--- config.mk ---
export PLATFORM = sky130hd
export DESIGN_NAME = vec_pin_router
export DESIGN_NICKNAME = d
export VERILOG_FILES = /design/src/rtl/irqr_pkg.sv /design/src/rtl/irqr_vec_state.sv /design/src/rtl/irqr_pin_route.sv /design/src/rtl/irqr_reg_port.sv /design/src/rtl/vec_pin_router.sv
export SDC_FILE = /design/constraint.sdc
export NUM_CORES = 1
export LEC_CHECK = 0
export BUFFER_PORTS_ARGS = -buffer_cell sky130_fd_sc_hd__buf_2
export CAP_MARGIN = 20
export CORE_MARGIN = 3
export CORE_UTILIZATION = 30
export DETAILED_ROUTE_END_ITERATION = 8
export HOLD_SLACK_MARGIN = 0.03
export PLACE_DENSITY = 0.51
export SLEW_MARGIN = 30
export SYNTH_ARGS = -nofsm -noshare
export SYNTH_HDL_FRONTEND = slang
export SYNTH_HIERARCHICAL = 1
export SYNTH_SLANG_ARGS = --single-unit
--- constraint.sdc ---
create_clock -name clk -period 5.55 [get_ports clk]
set_input_delay 1.3875 -clock clk [delete_from_list [all_inputs] [get_ports clk]]
set_output_delay 1.3875 -clock clk [all_outputs]
set_load 0.03 [all_outputs]
--- src/rtl/irqr_pkg.sv ---
package irqr_pkg;

    localparam int GRP_W  = 32;
    localparam int STAT_W = 64;
    localparam int REG_W  = 32;
    localparam int CODE_W = 8;
    localparam int ADDR_W = 8;
    localparam int DATA_W = 64;

    localparam logic [ADDR_W-1:0] EN_BASE = 8'h00;
    localparam logic [ADDR_W-1:0] RT_BASE = 8'h40;
    localparam logic [ADDR_W-1:0] ST_BASE = 8'h80;

    typedef enum logic [0:0] {
        BUS_IDLE = 1'b0,
        BUS_RESP = 1'b1
    } bus_state_e;

endpackage

--- src/rtl/irqr_vec_state.sv ---
module irqr_vec_state
    import irqr_pkg::*;
#(
    parameter int NUM_VEC = 256
) (
    input  logic                       clk,
    input  logic                       rst_n,
    input  logic [NUM_VEC-1:0]         irq_i,
    input  logic [NUM_VEC-1:0]         clr_i,
    input  logic [NUM_VEC/GRP_W-1:0]   en_we_i,
    input  logic [REG_W-1:0]           wdata_i,
    output logic [NUM_VEC-1:0]         pend_o,
    output logic [NUM_VEC-1:0]         en_o
);

    localparam int EN_WORDS = NUM_VEC / GRP_W;

    logic [NUM_VEC-1:0] pend_q;
    logic [REG_W-1:0]   en_q [EN_WORDS];

    // Request has priority over a same-cycle clear
    always_ff @(posedge clk or negedge rst_n) begin
        if (!rst_n) begin
            pend_q <= '0;
        end else begin
            pend_q <= (pend_q & ~clr_i) | irq_i;
        end
    end

    for (genvar w = 0; w < EN_WORDS; w++) begin : g_en_word
        always_ff @(posedge clk or negedge rst_n) begin
            if (!rst_n) begin
                en_q[w] <= '0;
            end else if (en_we_i[w]) begin
                en_q[w] <= wdata_i;
            end
        end
        assign en_o[w*GRP_W +: GRP_W] = en_q[w];
    end

    assign pend_o = pend_q;

    AST_REQ_LATCHES: assert property (@(posedge clk) disable iff (!rst_n)
        (irq_i != '0) |=> ((pend_q & $past(irq_i)) == $past(irq_i)));

    AST_W1C_CLEARS: assert property (@(posedge clk) disable iff (!rst_n)
        (clr_i != '0) |=> ((pend_q & $past(clr_i) & ~$past(irq_i)) == '0));

    AST_NO_SPURIOUS_SET: assert property (@(posedge clk) disable iff (!rst_n)
        ((pend_q & ~$past(pend_q) & ~$past(irq_i)) == '0));

endmodule

--- src/rtl/irqr_pin_route.sv ---
module irqr_pin_route
    import irqr_pkg::*;
#(
    parameter int NUM_VEC = 256,
    parameter int NUM_PIN = 8
) (
    input  logic                             clk,
    input  logic                             rst_n,
    input  logic [NUM_VEC/(GRP_W*4)-1:0]     rt_we_i,
    input  logic [REG_W-1:0]                 wdata_i,
    input  logic [NUM_VEC-1:0]               pend_i,
    input  logic [NUM_VEC-1:0]               en_i,
    output logic [NUM_VEC/(GRP_W*4)*REG_W-1:0] route_o,
    output logic [NUM_PIN-1:0]               pin_o
);

    localparam int GROUPS   = NUM_VEC / GRP_W;
    localparam int RT_WORDS = GROUPS / 4;

    logic [REG_W-1:0]  rt_q [RT_WORDS];
    logic [CODE_W-1:0] grp_code [GROUPS];
    logic [GROUPS-1:0] grp_act;
    logic [GROUPS-1:0] grp_ok;
    logic [NUM_PIN-1:0] pin_d;
    logic [NUM_PIN-1:0] pin_q;

    for (genvar w = 0; w < RT_WORDS; w++) begin : g_rt_word
        always_ff @(posedge clk or negedge rst_n) begin
            if (!rst_n) begin
                rt_q[w] <= '0;
            end else if (rt_we_i[w]) begin
                rt_q[w] <= wdata_i;
            end
        end
        assign route_o[w*REG_W +: REG_W] = rt_q[w];
    end

    for (genvar g = 0; g < GROUPS; g++) begin : g_group
        assign grp_code[g] = rt_q[g/4][(g%4)*CODE_W +: CODE_W];
        assign grp_act[g]  = |(pend_i[g*GRP_W +: GRP_W] & en_i[g*GRP_W +: GRP_W]);
        assign grp_ok[g]   = (grp_code[g] != '0) &&
                             ((grp_code[g] & (grp_code[g] - CODE_W'(1))) == '0);
    end

    always_comb begin
        pin_d = '0;
        for (int p = 0; p < NUM_PIN; p++) begin
            for (int g = 0; g < GROUPS; g++) begin
                if (grp_act[g] && grp_ok[g] && grp_code[g][p]) begin
                    pin_d[p] = 1'b1;
                end
            end
        end
    end

    always_ff @(posedge clk or negedge rst_n) begin
        if (!rst_n) begin
            pin_q <= '0;
        end else begin
            pin_q <= pin_d;
        end
    end

    assign pin_o = pin_q;

    AST_PIN_HAS_SOURCE: assert property (@(posedge clk) disable iff (!rst_n)
        (pin_q != '0) |-> ($past(pend_i & en_i) != '0));

    AST_MASKED_QUIET: assert property (@(posedge clk) disable iff (!rst_n)
        (en_i == '0) |=> (pin_q == '0));

    AST_BAD_ROUTE_QUIET: assert property (@(posedge clk) disable iff (!rst_n)
        (grp_ok == '0) |=> (pin_q == '0));

endmodule

--- src/rtl/irqr_reg_port.sv ---
module irqr_reg_port
    import irqr_pkg::*;
#(
    parameter int NUM_VEC = 256
) (
    input  logic                               clk,
    input  logic                               rst_n,
    input  logic                               wr_en_i,
    input  logic                               rd_en_i,
    input  logic [ADDR_W-1:0]                  addr_i,
    input  logic [DATA_W-1:0]                  wdata_i,
    input  logic [NUM_VEC-1:0]                 en_i,
    input  logic [NUM_VEC-1:0]                 pend_i,
    input  logic [NUM_VEC/(GRP_W*4)*REG_W-1:0] route_i,
    output logic [NUM_VEC/GRP_W-1:0]           en_we_o,
    output logic [NUM_VEC/(GRP_W*4)-1:0]       rt_we_o,
    output logic [NUM_VEC-1:0]                 clr_o,
    output logic [DATA_W-1:0]                  rdata_o,
    output logic                               rd_valid_o
);

    localparam int EN_WORDS = NUM_VEC / GRP_W;
    localparam int RT_WORDS = NUM_VEC / (GRP_W * 4);
    localparam int ST_WORDS = NUM_VEC / STAT_W;
    localparam logic [ADDR_W-1:0] EN_SPAN = ADDR_W'(EN_WORDS * 4);
    localparam logic [ADDR_W-1:0] RT_SPAN = ADDR_W'(RT_WORDS * 4);
    localparam logic [ADDR_W-1:0] ST_SPAN = ADDR_W'(ST_WORDS * 8);

    logic [ADDR_W-1:0] en_off, rt_off, st_off;
    logic              hit_en, hit_rt, hit_st;
    logic [ADDR_W-3:0] en_idx, rt_idx;
    logic [ADDR_W-4:0] st_idx;
    logic [DATA_W-1:0] rd_word;
    logic [DATA_W-1:0] rdata_q;
    bus_state_e        state_q, state_d;

    assign en_off = addr_i - EN_BASE;
    assign rt_off = addr_i - RT_BASE;
    assign st_off = addr_i - ST_BASE;
    assign hit_en = (en_off < EN_SPAN) && (en_off[1:0] == 2'b00);
    assign hit_rt = (rt_off < RT_SPAN) && (rt_off[1:0] == 2'b00);
    assign hit_st = (st_off < ST_SPAN) && (st_off[2:0] == 3'b000);
    assign en_idx = en_off[ADDR_W-1:2];
    assign rt_idx = rt_off[ADDR_W-1:2];
    assign st_idx = st_off[ADDR_W-1:3];

    for (genvar w = 0; w < EN_WORDS; w++) begin : g_en_we
        assign en_we_o[w] = wr_en_i && hit_en && (en_idx == (ADDR_W-2)'(w));
    end

    for (genvar w = 0; w < RT_WORDS; w++) begin : g_rt_we
        assign rt_we_o[w] = wr_en_i && hit_rt && (rt_idx == (ADDR_W-2)'(w));
    end

    for (genvar w = 0; w < ST_WORDS; w++) begin : g_clr
        assign clr_o[w*STAT_W +: STAT_W] =
            (wr_en_i && hit_st && (st_idx == (ADDR_W-3)'(w))) ? wdata_i : '0;
    end

    always_comb begin
        rd_word = '0;
        for (int w = 0; w < EN_WORDS; w++) begin
            if (hit_en && (en_idx == (ADDR_W-2)'(w))) begin
                rd_word = DATA_W'(en_i[w*GRP_W +: GRP_W]);
            end
        end
        for (int w = 0; w < RT_WORDS; w++) begin
            if (hit_rt && (rt_idx == (ADDR_W-2)'(w))) begin
                rd_word = DATA_W'(route_i[w*REG_W +: REG_W]);
            end
        end
        for (int w = 0; w < ST_WORDS; w++) begin
            if (hit_st && (st_idx == (ADDR_W-3)'(w))) begin
                rd_word = pend_i[w*STAT_W +: STAT_W];
            end
        end
    end

    // State register
    always_ff @(posedge clk or negedge rst_n) begin
        if (!rst_n) begin
            state_q <= BUS_IDLE;
        end else begin
            state_q <= state_d;
        end
    end

    // Next state
    always_comb begin
        state_d = state_q;
        unique case (state_q)
            BUS_IDLE: if (rd_en_i)  state_d = BUS_RESP;
            BUS_RESP: if (!rd_en_i) state_d = BUS_IDLE;
            default:  state_d = BUS_IDLE;
        endcase
    end

    always_ff @(posedge clk or negedge rst_n) begin
        if (!rst_n) begin
            rdata_q <= '0;
        end else if (rd_en_i) begin
            rdata_q <= rd_word;
        end
    end

    // Outputs
    always_comb begin
        rd_valid_o = (state_q == BUS_RESP);
        rdata_o    = rdata_q;
    end

    AST_RD_LATENCY: assert property (@(posedge clk) disable iff (!rst_n)
        rd_en_i |=> rd_valid_o);

    AST_RD_DROPS: assert property (@(posedge clk) disable iff (!rst_n)
        !rd_en_i |=> !rd_valid_o);

endmodule

--- src/rtl/vec_pin_router.sv ---
module vec_pin_router
    import irqr_pkg::*;
#(
    parameter int NUM_VEC = 256,
    parameter int NUM_PIN = 8
) (
    input  logic                clk,
    input  logic                rst_n,
    input  logic [NUM_VEC-1:0]  irq_i,
    input  logic                wr_en_i,
    input  logic                rd_en_i,
    input  logic [ADDR_W-1:0]   addr_i,
    input  logic [DATA_W-1:0]   wdata_i,
    output logic [DATA_W-1:0]   rdata_o,
    output logic                rd_valid_o,
    output logic [NUM_PIN-1:0]  pin_o
);

    localparam int EN_WORDS = NUM_VEC / GRP_W;
    localparam int RT_WORDS = NUM_VEC / (GRP_W * 4);

    logic [EN_WORDS-1:0]       en_we;
    logic [RT_WORDS-1:0]       rt_we;
    logic [NUM_VEC-1:0]        clr;
    logic [NUM_VEC-1:0]        pend;
    logic [NUM_VEC-1:0]        en;
    logic [RT_WORDS*REG_W-1:0] route;

    irqr_reg_port #(.NUM_VEC(NUM_VEC)) u_reg_port (
        .clk        (clk),
        .rst_n      (rst_n),
        .wr_en_i    (wr_en_i),
        .rd_en_i    (rd_en_i),
        .addr_i     (addr_i),
        .wdata_i    (wdata_i),
        .en_i       (en),
        .pend_i     (pend),
        .route_i    (route),
        .en_we_o    (en_we),
        .rt_we_o    (rt_we),
        .clr_o      (clr),
        .rdata_o    (rdata_o),
        .rd_valid_o (rd_valid_o)
    );

    irqr_vec_state #(.NUM_VEC(NUM_VEC)) u_vec_state (
        .clk     (clk),
        .rst_n   (rst_n),
        .irq_i   (irq_i),
        .clr_i   (clr),
        .en_we_i (en_we),
        .wdata_i (wdata_i[REG_W-1:0]),
        .pend_o  (pend),
        .en_o    (en)
    );

    irqr_pin_route #(.NUM_VEC(NUM_VEC), .NUM_PIN(NUM_PIN)) u_pin_route (
        .clk     (clk),
        .rst_n   (rst_n),
        .rt_we_i (rt_we),
        .wdata_i (wdata_i[REG_W-1:0]),
        .pend_i  (pend),
        .en_i    (en),
        .route_o (route),
        .pin_o   (pin_o)
    );

    AST_RESET_QUIET: assert property (@(posedge clk) disable iff (!rst_n)
        $rose(rst_n) |-> (pin_o == '0));

endmodule

==> results.rst <==
.. list-table::
   :header-rows: 1

   * - Metric
     - Value
   * - Capture point of the critical path
     - u_vec_state/en_o[192]
   * - Synth Area in Simple Gates
     - 0.116
   * - Worst hold path type
     - reg2reg
   * - Worst slew margin relative to its limit
     - 0.313
   * - Share of synthesized area occupied by flip-flops and latches
     - 0.465
   * - Design internal power
     - 8.29 mW
   * - Count of cell types in the netlist
     - approximately 80
   * - CTS clk-pin slew, worst paths
     - ~0.060 ns
   * - 1st-pass router iterations
     - 6
   * - CTS Hold Bufs
     - 0
   * - Fin Setup TNS
     - 0 ns
   * - Max_cap viols
     - 0
   * - Post-route antenna net violation count
     - 0
   * - Post-DP HPWL
     - between 100,000 and 150,000 um
   * - Worst setup path start
     - addr_i[3]
   * - Die Outline Area
     - between 0.1 and 0.15 sq mm
   * - Initial antenna violation count
     - 37
   * - Number of DRC markers in iteration 0
     - around 4,300
   * - Core ar.
     - between 0.1 and 0.15 sq mm
   * - Gate Count Post-Synth
     - 3,265
   * - Adder and majority cell fraction of the synthesized area
     - 0.00201
   * - Clk root buf
     - sky130_fd_sc_hd__clkbuf_16
   * - Per-cell routed wire length
     - 37.9 um
   * - Commonest non-fill, non-tap cells in the layout
     - sky130_fd_sc_hd__dfrtp_1, sky130_fd_sc_hd__buf_2, sky130_fd_sc_hd__inv_1, sky130_fd_sc_hd__and3_1, sky130_fd_sc_hd__a21o_1
   * - Synthesis-to-layout area growth
     - 17.3%
   * - Number of hold violations in the final report
     - 0
   * - Proportion of power drawn by flip-flops and latches
     - 0.431
   * - Total CTS buffers
     - 80
   * - Uppermost routed layer
     - met5
   * - Cell area power density
     - roughly 290 mW/mm^2
   * - R2r endpoint
     - u_pin_route/pin_o[1]
   * - Clock insertion delay at the later pin of the skew report
     - between 0.6 and 0.7 ns
   * - Net count after synthesis
     - between 3,000 and 4,000
   * - Total net switching power
     - 3.42 mW
   * - Reg-to-reg slack, setup
     - approximately 2.4 ns
   * - Cell count of the worst reg-to-reg path
     - 6
   * - Worst Path Class, Setup
     - in2reg
   * - Mean number of vias per cell
     - roughly 5.9
   * - Count of final max-slew check failures
     - 0
   * - Setup crit start kind
     - input port
   * - All-layer global routing usage
     - 0.315
   * - Number of nets in the finished design
     - approximately 4,000
   * - Crit path time final
     - between 3 and 4 ns
   * - Post-synthesis instance area
     - between 0.03 and 0.04 sq mm
   * - Clock power share
     - 0.449
   * - Die Wd
     - 347 um
   * - Global-route wire length before repair
     - approximately 260,000 um
   * - Sum of routed wire length over all layers
     - just under 200,000 um
   * - Combinational family with the most area after synthesis
     - compound AO/OA/AOI/OAI gates
   * - Leading cell type in the layout, fill and taps excluded
     - sky130_fd_sc_hd__dfrtp_1
   * - Die span in y
     - ~350 um
   * - Port Buffer Count
     - slightly above 400
   * - Rows
     - 124
   * - Maximum number of pins on one net before global-route repair
     - about 130
   * - Pin slew with the least headroom to its limit
     - between 1 and 1.5 ns
   * - Post-Route M1 WL
     - 83,400 um
   * - Via count of the first global-routing pass
     - 28,706
   * - Setup repair after global routing missed its margin
     - false
   * - Level count of the clock H-tree
     - 3
   * - Final instance area
     - between 0.04 and 0.05 sq mm
   * - Endpoint class of the critical path
     - flip-flop
   * - Number of clock sinks
     - ~650
   * - Data required time at the worst endpoint
     - 6.09 ns
   * - Final cycle utilization of the critical path
     - 0.718
   * - Share of layout cells above drive strength 1
     - 0.271
   * - Placed inst area
     - roughly 0.038 sq mm
   * - VDD IR-drop max
     - just under 0.0002 V
   * - Clock tree from TritonCTS
     - done
   * - Leakage component of the power
     - approximately 18 nW
   * - Post-synthesis mux area share
     - 0.139
   * - Initial Util
     - 0.304
   * - Fraction of synthesis flops using an asynchronous set or reset pin
     - 1.00
   * - Number of synthesized flops with an enable pin
     - 0
   * - Fmax
     - about 0.25 GHz
   * - Final number of setup-violating endpoints
     - 0
   * - Crit path DAT
     - around 4.5 ns
   * - Overflow left after global routing
     - 0
   * - Synthesized-area fraction occupied by ao, oa, aoi and oai cells
     - 0.205
   * - Residual DRC count
     - 0
   * - Post-Route Skew
     - 0.0306 ns
   * - Combinational Power Share
     - 0.120
   * - Average cell area after synthesis
     - between 10 and 15 sq um
   * - Routability Congestion
     - about 1.1
   * - Number of post-CTS setup repair buffers
     - 0
   * - Vias
     - between 30,000 and 40,000
   * - Result of the run
     - finished clean
   * - Routed length on met2
     - ~86,000 um
   * - XOR/XNOR Fraction of Synth Area
     - 0.000753
   * - Number of gates given a new drive strength after cts
     - 0
   * - FF+latch count, synth
     - between 600 and 700
   * - CP max FO
     - 38
   * - R2r startpoint
     - u_vec_state/pend_o[20]
   * - Synth warnings
     - 6
   * - Top Ports
     - ~400
   * - Sw Share
     - 0.292
   * - Main flop type after synthesis
     - sky130_fd_sc_hd__dfrtp_1
   * - Sum of met3 wire segment lengths after detailed routing
     - approximately 17,000 um
   * - Clock Path Buffers
     - 3
[through the flow]
step / util / std cells / setup slack, ns / hold slack [ns] / power (mW)
floorplan: - / 3265 / 1.92 / 0.463 / 5.64
global placement: 0.333 / 5029 / 0.964 / 0.493 / 6.50
detailed placement: 0.333 / 5029 / 0.985 / 0.504 / 6.50
CTS: 0.356 / 5176 / 1.68 / 0.519 / 11.8
global route: 0.356 / 5177 / 1.52 / 0.538 / 12.0
finish: 0.356 / 5186 / 1.57 / 0.521 / 11.7
[critical path, stage by stage]
cell and delay [ns]:
sky130_fd_sc_hd__buf_2 0.59, sky130_fd_sc_hd__or3b_1 0.55, sky130_fd_sc_hd__or4_4 0.81, sky130_fd_sc_hd__nor2_4 0.15, sky130_fd_sc_hd__buf_4 0.51, sky130_fd_sc_hd__mux2_2 0.40
[synth_stat cells, types with 25 or more instances]
cell	instances	area, sq um
sky130_fd_sc_hd__o21ai_0	69	345
sky130_fd_sc_hd__nor2_1	114	428
sky130_fd_sc_hd__a21o_1	257	1930
sky130_fd_sc_hd__mux2_4	240	3600
sky130_fd_sc_hd__and3_1	258	1610
sky130_fd_sc_hd__buf_2	41	205
sky130_fd_sc_hd__a22oi_1	197	1480
sky130_fd_sc_hd__a21oi_1	142	711
sky130_fd_sc_hd__nor3_1	38	190
sky130_fd_sc_hd__clkbuf_1	138	518
sky130_fd_sc_hd__mux2_2	76	856
sky130_fd_sc_hd__nand4_1	38	238
sky130_fd_sc_hd__o211ai_1	25	188
sky130_fd_sc_hd__o32ai_1	25	219
sky130_fd_sc_hd__nand2_1	127	477
sky130_fd_sc_hd__o22ai_1	47	294
sky130_fd_sc_hd__nor4_1	27	169
sky130_fd_sc_hd__mux2i_1	41	410
sky130_fd_sc_hd__inv_1	291	1090
sky130_fd_sc_hd__dfrtp_1	649	16200
sky130_fd_sc_hd__o2111ai_1	27	236
sky130_fd_sc_hd__a31oi_1	38	238
[state kept, by name, indices dropped and copies added (netlist names)]
name and cells:
u_pin_route/pin_o 8, u_pin_route/route_o 64, u_reg_port/rd_valid_o 1, u_reg_port/rdata_o 64
u_vec_state/en_o 256, u_vec_state/pend_o 256
[kinds of logic (layout without fill, tap and decap cells)]
group / after synthesis / in the layout
other: 0 / 10
adders and majority gates: 7 / 7
buffers and inverters: 520 / 919
AOI/OAI and AO/OA: 1001 / 1001
DFF: 649 / 649
muxes: 357 / 357
xor gates and xnor gates: 3 / 3
and+or+nand+nor: 728 / 728
[cell type report]
type,count,area [sq um]
well taps,1512,1890
clock buffers,113,2290
inverters,292,1100
clock inverters,34,299
multi-input cells,2096,16300
fillers,11690,74000
diodes,10,25.0
repair buffers,480,2800
flip-flops and latches,649,16200
[power groups by stage]
stage / Combinational (mW) / Clock [mW] / Sequential (mW)
floorplan: 0.547 / 0 / 5.09
global placement: 1.37 / 0 / 5.12
detailed placement: 1.38 / 0 / 5.12
CTS: 1.38 / 5.34 / 5.04
global route: 1.46 / 5.50 / 5.05
finish: 1.40 / 5.26 / 5.05
[worst min path at each step]
stage	to	depth (start not counted)	slack, ns	from
after floorplan	u_vec_state/pend_o[219]	1	0.46	u_vec_state/pend_o[219]
after global placement	u_vec_state/pend_o[239]	1	0.49	u_vec_state/pend_o[239]
after detailed placement	u_vec_state/pend_o[239]	1	0.50	u_vec_state/pend_o[239]
after CTS	u_vec_state/pend_o[239]	1	0.52	u_vec_state/pend_o[239]
after global routing	u_vec_state/pend_o[239]	1	0.54	u_vec_state/pend_o[239]
final	u_vec_state/pend_o[239]	1	0.52	u_vec_state/pend_o[239]
[layer usage]
metal	global-route usage	vias up
met5	0	-
met4	0.150	20
met3	0.0626	337
met2	0.476	1746
met1	0.432	15801
li1	-	12733
No activity file was read; power rests on OpenSTA's default activity.
